$ cat src/rtl/adcseq_pkg.sv
package adcseq_pkg;
    typedef enum logic [1:0] {
        ST_IDLE    = 2'd0,
        ST_SETTLE  = 2'd1,
        ST_CONVERT = 2'd2,
        ST_DONE    = 2'd3
    } seq_state_t;
endpackage

$ cat src/rtl/adcseq_tick.sv
module adcseq_tick #(
    parameter int DIV = 2
) (
    input  logic clk,
    input  logic rst_n,
    input  logic en,
    output logic tick
);
    localparam int TW = $clog2(DIV + 1);
    localparam logic [TW-1:0] LAST = TW'(DIV - 1);

    logic [TW-1:0] cnt;

    assign tick = en && (cnt == LAST);

    always_ff @(posedge clk or negedge rst_n) begin
        if (!rst_n)
            cnt <= '0;
        else if (!en || tick)
            cnt <= '0;
        else
            cnt <= cnt + 1'b1;
    end
endmodule

$ cat src/rtl/adcseq_shift.sv
module adcseq_shift #(
    parameter int W = 12
) (
    input  logic         clk,
    input  logic         rst_n,
    input  logic         clr,
    input  logic         shift_en,
    input  logic         din,
    output logic [W-1:0] q
);
    always_ff @(posedge clk or negedge rst_n) begin
        if (!rst_n)
            q <= '0;
        else if (clr)
            q <= '0;
        else if (shift_en)
            q <= {q[W-2:0], din};
    end
endmodule

$ cat src/rtl/adcseq_discon.sv
module adcseq_discon #(
    parameter int DATA_W     = 12,
    parameter int SEL_W      = 3,
    parameter int NSENSE     = 2,
    parameter int SENSE_BASE = 2
) (
    input  logic              clk,
    input  logic              rst_n,
    input  logic              upd,
    input  logic [SEL_W-1:0]  chan,
    input  logic [DATA_W-1:0] data,
    output logic [NSENSE-1:0] flags
);
    for (genvar i = 0; i < NSENSE; i++) begin : g_sense
        localparam logic [SEL_W-1:0] MY_CH = SEL_W'(SENSE_BASE + i);
        always_ff @(posedge clk or negedge rst_n) begin
            if (!rst_n)
                flags[i] <= 1'b0;
            else if (upd && chan == MY_CH)
                flags[i] <= data[DATA_W-1];
        end
    end
endmodule

$ cat src/rtl/adc_mux_sequencer.sv
module adc_mux_sequencer
    import adcseq_pkg::*;
#(
    parameter int DATA_W     = 12,
    parameter int SEL_W      = 3,
    parameter int SETTLE_CYC = 64,
    parameter int DIV        = 2,
    parameter int NSENSE     = 2,
    parameter int SENSE_BASE = 2
) (
    input  logic              clk,
    input  logic              rst_n,
    input  logic              cmd_valid,
    input  logic [SEL_W-1:0]  cmd_chan,
    output logic              busy,
    output logic [SEL_W-1:0]  mux_sel,
    output logic              adc_cs_n,
    output logic              adc_sclk,
    input  logic              adc_dout,
    output logic              res_valid,
    output logic [DATA_W-1:0] res_data,
    output logic [SEL_W-1:0]  res_chan,
    output logic [NSENSE-1:0] discon_flags
);
    localparam int SW = $clog2(SETTLE_CYC + 1);
    localparam int BW = $clog2(DATA_W + 1);
    localparam logic [SW-1:0] SETTLE_LAST = SW'(SETTLE_CYC - 1);
    localparam logic [BW-1:0] BIT_LAST    = BW'(DATA_W - 1);

    seq_state_t       state, state_nx;
    logic [SW-1:0]    settle_cnt;
    logic [BW-1:0]    bit_cnt;
    logic [SEL_W-1:0] chan_q;
    logic             sclk_q;
    logic             tick;
    logic             rise_now;

    assign rise_now = (state == ST_CONVERT) && tick && !sclk_q;

    adcseq_tick #(.DIV(DIV)) u_tick (
        .clk  (clk),
        .rst_n(rst_n),
        .en   (state == ST_CONVERT),
        .tick (tick)
    );

    adcseq_shift #(.W(DATA_W)) u_shift (
        .clk     (clk),
        .rst_n   (rst_n),
        .clr     (state == ST_SETTLE),
        .shift_en(rise_now),
        .din     (adc_dout),
        .q       (res_data)
    );

    adcseq_discon #(
        .DATA_W(DATA_W), .SEL_W(SEL_W), .NSENSE(NSENSE), .SENSE_BASE(SENSE_BASE)
    ) u_discon (
        .clk  (clk),
        .rst_n(rst_n),
        .upd  (state == ST_DONE),
        .chan (chan_q),
        .data (res_data),
        .flags(discon_flags)
    );

    // Next-state logic: T1..T4 as named in the brief
    always_comb begin
        state_nx = state;
        unique case (state)
            ST_IDLE:    if (cmd_valid) state_nx = ST_SETTLE;
            ST_SETTLE:  if (settle_cnt == '0) state_nx = ST_CONVERT;
            ST_CONVERT: if (rise_now && bit_cnt == BIT_LAST) state_nx = ST_DONE;
            ST_DONE:    state_nx = ST_IDLE;
        endcase
    end

    // State register with its counters and channel latch
    always_ff @(posedge clk or negedge rst_n) begin
        if (!rst_n) begin
            state      <= ST_IDLE;
            settle_cnt <= '0;
            bit_cnt    <= '0;
            chan_q     <= '0;
            sclk_q     <= 1'b1;
        end else begin
            state <= state_nx;
            unique case (state)
                ST_IDLE: begin
                    if (cmd_valid) begin
                        chan_q     <= cmd_chan;
                        settle_cnt <= SETTLE_LAST;
                    end
                end
                ST_SETTLE: begin
                    settle_cnt <= settle_cnt - 1'b1;
                    bit_cnt    <= '0;
                    sclk_q     <= 1'b1;
                end
                ST_CONVERT: begin
                    if (tick) sclk_q <= ~sclk_q;
                    if (rise_now) bit_cnt <= bit_cnt + 1'b1;
                end
                ST_DONE: sclk_q <= 1'b1;
            endcase
        end
    end

    // Outputs decoded from the state
    always_comb begin
        mux_sel  = chan_q;
        res_chan = chan_q;
        adc_sclk = sclk_q;
        unique case (state)
            ST_IDLE:    begin busy = 1'b0; adc_cs_n = 1'b1; res_valid = 1'b0; end
            ST_SETTLE:  begin busy = 1'b1; adc_cs_n = 1'b1; res_valid = 1'b0; end
            ST_CONVERT: begin busy = 1'b1; adc_cs_n = 1'b0; res_valid = 1'b0; end
            ST_DONE:    begin busy = 1'b1; adc_cs_n = 1'b1; res_valid = 1'b1; end
        endcase
    end
endmodule

$ cat config.mk
export PLATFORM = sky130hd
export DESIGN_NAME = adc_mux_sequencer
export DESIGN_NICKNAME = d
export VERILOG_FILES = /design/src/rtl/adcseq_pkg.sv /design/src/rtl/adcseq_tick.sv /design/src/rtl/adcseq_shift.sv /design/src/rtl/adcseq_discon.sv /design/src/rtl/adc_mux_sequencer.sv
export SDC_FILE = /design/constraint.sdc
export NUM_CORES = 1
export LEC_CHECK = 0
export ABC_AREA = 1
export BUFFER_PORTS_ARGS = -buffer_cell sky130_fd_sc_hd__buf_2
export CORE_MARGIN = 10
export CORE_UTILIZATION = 55
export CTS_CLUSTER_DIAMETER = 40
export DETAILED_ROUTE_END_ITERATION = 10
export GPL_TIMING_DRIVEN = 0
export PLACE_DENSITY = 0.85
export SLEW_MARGIN = 40
export SYNTH_ARGS = -nofsm -noshare
export SYNTH_HDL_FRONTEND = slang
export SYNTH_SLANG_ARGS = --single-unit
$ cat constraint.sdc
create_clock -name clk -period 4.35 [get_ports clk]
set_clock_uncertainty 0.05 [all_clocks]
set_input_delay 0.6525 -clock clk [delete_from_list [all_inputs] [get_ports clk]]
set_output_delay 0.6525 -clock clk [all_outputs]
set_load 0.01 [all_outputs]
## Yosys cells after proc, flatten, opt, wreduce, memory -nomap -nowiden

Cells that the tools add are included.

| storage, ports and cells | value |
|---|---|
| word-level logic and storage cells | 65 |
| input port bits | 7 |
| output and inout port bits | 24 |
| bits in registers | 33 |

| operators by class | value |
|---|---|
| muxes and demuxes | 16 |
| reductions and logical operators | 24 |
| equality and inequality tests | 12 |
| bitwise operators | 1 |
| add/sub/neg operators | 3 |

Operator list:

| cell | number |
|---|---|
| $mux 12 | 2 |
| $pmux 7 s2 | 1 |
| $ne 2x2->1 const B | 5 |
| $reduce_or 3->1 | 3 |
| $mux 2 | 4 |
| $pmux 1 s2 | 4 |
| $pmux 2 s4 | 1 |
| $pmux 4 s2 | 1 |
| $reduce_and 2->1 | 4 |
| $reduce_bool 2->1 | 4 |
| $logic_not 7->1 | 1 |
| $mux 7 | 1 |
| $sub 7x1->7 const B | 1 |
| $eq 3x2->1 const B | 2 |
| $logic_and 1x1->1 | 6 |
| $add 4x1->4 const B | 1 |
| $eq 2x1->1 const B | 2 |
| $eq 2x2->1 const B | 2 |
| $eq 4x4->1 const B | 1 |
| $mux 4 | 1 |
| $reduce_and 3->1 | 1 |
| $add 2x1->2 const B | 1 |
| $logic_not 1->1 | 2 |
| $logic_not 2->1 | 1 |
| 4 further kinds | 4 |

## Longest topological paths before layout

| logic depth | value |
|---|---|
| depth after elaboration | 7 |
| mapped depth | 10 |
| mapped depth without buffers | 10 |

## Cells and area by module

From an unflattened synthesis, not the netlist that was laid out.

| unflattened totals | value |
|---|---|
| cell total of the unflattened synthesis | 201 |
| area, all modules | 1704.1 um2 |

By module, submodules not included:

| module | area an instance (um2) | instances | cells each | sequential area each (um2) |
|---|---|---|---|---|
| adc_mux_sequencer | 1008.5 | 1 | 122 | 426.7 |
| adcseq_shift | 491.7 | 1 | 53 | 300.3 |
| adcseq_discon | 115.1 | 1 | 16 | 50.0 |
| adcseq_tick | 88.8 | 1 | 10 | 50.0 |

## Worst setup path before layout

Ideal clock, no wire load.

| timing | value |
|---|---|
| kind | reg2out |
| start point | reg state[0] |
| end point | out busy |
| arrival time | 833 ps |
| stages on the path, launching flop included | 4 |
| slack | 2814 ps |
| path buffers | 0 |
| required time | 3648 ps |
| cell sequence | dfrtp_1 > inv_1 > ha_1 > inv_1 |

| between the ends | value |
|---|---|
| longest elaborated chain between the ends | 3 |
| elaborated cells between the ends (all ways) | 6 |
| those cells by class | 3 x eq/ne; 1 x mux; 2 x reduce/logical |

RTL lines:

| element | RTL line | RTL |
|---|---|---|
| start: declaration | adc_mux_sequencer.sv:30 | `seq_state_t state, state_nx;` |
| start signal: assignment | adc_mux_sequencer.sv:87 | `state <= state_nx;` |
| $eq 2x2->1 / $eq 2x1->1 (equally long branches) | adc_mux_sequencer.sv:114 | `unique case (state)` |
| $reduce_or 3->1 (no line) | n/a |  |
| $pmux 1 s2 (*) | adc_mux_sequencer.sv:114 |  |
| end: declaration | adc_mux_sequencer.sv:15 | `output logic busy,` |

Every way passes the cells marked *; elsewhere a longest branch is shown, timed or not.

## Final worst setup path

Same ends and word-level chain as after synthesis.

==> results.cfg <==
[sta]
period_share = 0.481
clock.fmax_mhz = 478
maxSlewViolCount = 0
setup_slack_ps = 2260
fin_tns_setup_ps = 0
rsz0062_at_grt = no
setup_violations = 0
maxSlewHeadroom = 0.527
hold_ws_ps = 300
tightest_slew_ps = 709
period_needed_ps = 2090
hold_viol_final = 0

[global_route]
grt_first_pass_wirelength_mm = 5.83
antenna_found_initial = 0
grt-ovfl-total = 0
grt_use_total = 0.133
grt_pass1_vias = 1325
grt_max_degree = 34

[yosys]
syn_inst = 187
ys_types = 29
seq_area_frac_synth = 0.489
synth_fp_nets = 203
syn_avg_cell_area_um2 = 9.05
synthesis.area_um2 = 1690
yosys_warnings = 0
ys_ff_latch = 33

[die]
start_util = 0.563
ios = 31
rows = 20
die-area_um2 = 5690
dieHeight_um = 75.5
core-area_um2 = 3000
dieWidth_um = 75.5

[critical_path]
path_max_fanout = 4
crit_slowest_cell = dfrtp_1
path_class = register to output port
cp.arrival_ps = 1390
endpoint_kind = output port
cpMostUsedCell = inv_1
rrSetupSlack_ps = 2630
cp.required_ps = 3650
slowest_delay_ps = 430
path_cells = inv_1 -> ha_1 -> inv_1 -> buf_2
worst_setup_path_start_kind = register

[power_and_ir_drop]
peakVddDrop_uv = 336
p_leak_nw = 1.01
power.density_nw_per_um2 = 547

[route]
drc = 0
first_pass_iters = 4
wl_per_cell_um = 13.1
antenna_left = 0
drt_iter0_drc = 107
routed-via-count = 1338
drt-total-wl_mm = 3.39
drt-vias-per-instance = 5.19

[layout]
layout-drive-gt1-share = 0.276
final_util = 0.644
diodes = 0
fin_area_um2 = 1930
n_fill_cell = 265
nets = 240
syn_to_final_growth_pct = 14.3

[cts]
clkSinkCount = 33
clk_path_buf_depth = 2
ctsResizeCount = 0
clockRootBuffer = clkbuf_4
cts_setup_buffers = 0
insertion_delay_ps = 340
cts_tree = yes
clk_pin_slew_ps = 100
cts_max_level = 2
numCtsBuffers = 5
cts_hold_buf = 0

[placement]
hpwl_mm = 2.54
portBuffers = 30
gp_congestion = 0.854
pre_cts_ws_ps = 2630
place_area_um2 = 1880

[flow_run]
maxCapViolCount = 0

[min_path]
hold_class = primary input to asynchronous set/reset pin

[status]
run_status = complete, no violations
routing by layer:
metal	vias up	GRT usage	part of all wire
li1	678	-	-
met4	0	0.0598	0.012
met3	6	0.0430	0.077
met5	-	0	0
met1	617	0.158	0.45
met2	37	0.213	0.46
cells by family after synthesis:
group	share of synthesized area
AO/OA/AOI/OAI	0.114
flip-flops	0.489
adder cells (fa/ha/maj)	0.0666
AND/OR/NAND/NOR	0.239
buffers and inverters	0.0917
Yosys cell counts, drive strengths merged:
library cell  instances  share of area
dfstp                 1          0.016
buf                   5          0.027
inv                  27          0.063
dfrtp                32           0.47
a21oi                 4          0.012
ha                    9          0.067
o31ai                 6          0.038
o21ai                17          0.059
clkbuf                1         0.0022
nor3                  1         0.0030
or2                   3          0.011
nand2                34          0.080
a22oi                 1         0.0044
nand3                27          0.083
nor2                 17          0.055
nand4                 2         0.0074
critical path: cells and delay by family (launching register included):
family / cells / cell delay [ps]
flip-flops: 1 / 430
buffers and inverters: 3 / 360
adder cells (fa/ha/maj): 1 / 260
state kept, by name (all words and copies together) (netlist names):
signal and cells:
u_shift.q 12, bit_cnt 4, settle_cnt 7, mux_sel 3
adc_sclk 1, state 2, u_discon.flags 2, u_tick.cnt 2
stage by stage:
stage	cells	total power, mW
6_report	258	1.06
5_1_grt	258	1.16
4_1_cts	258	1.07
3_5_place_dp	250	0.904
3_3_place_gp	250	0.890
2_1_floorplan	187	0.769
placed cells by master (no fill, tap or decap), drive strengths merged:
cell type | Yosys | final
dfrtp | 32 | 32
nor2 | 17 | 17
o31ai | 6 | 6
nand2 | 34 | 34
clkbuf | 1 | 7
a21oi | 4 | 4
dfstp | 1 | 1
o21ai | 17 | 17
nand3 | 27 | 27
clkinv | 0 | 2
nand4 | 2 | 2
nor3 | 1 | 1
or2 | 3 | 3
inv | 27 | 27
a22oi | 1 | 1
ha | 9 | 9
buf | 5 | 35
power by group:
group	total [mW]	switching (mW)	internal [mW]
Combinational	0.479	0.304	0.175
Sequential	0.414	0.0477	0.366
Clock	0.166	0.104	0.0615
worst paths after layout:
path | start | end | cells after the start
max | state[0] | busy | 4
min | rst_n | u_shift.q[8] | 1
max reg2reg | state[0] | state[1] | 9
min reg2reg | u_tick.cnt[0] | u_tick.cnt[0] | 1
max in group asynchronous | rst_n | mux_sel[2] | 1
min in group clk | u_tick.cnt[0] | u_tick.cnt[0] | 1
cell type report:
type                            count  area (µm²)  share of cell area
Buffer                              6        48.8              0.0252
Inverter                           27         106              0.0550
Tap cell                           33        41.3              0.0213
Timing Repair Buffer               30         150              0.0776
Clock buffer                        6        41.3              0.0213
Sequential cell                    33         827               0.428
Clock inverter                      2        10.0             0.00517
Multi-Input combinational cell    121         709               0.367
Note: power is estimated with default switching activity, not from simulation.
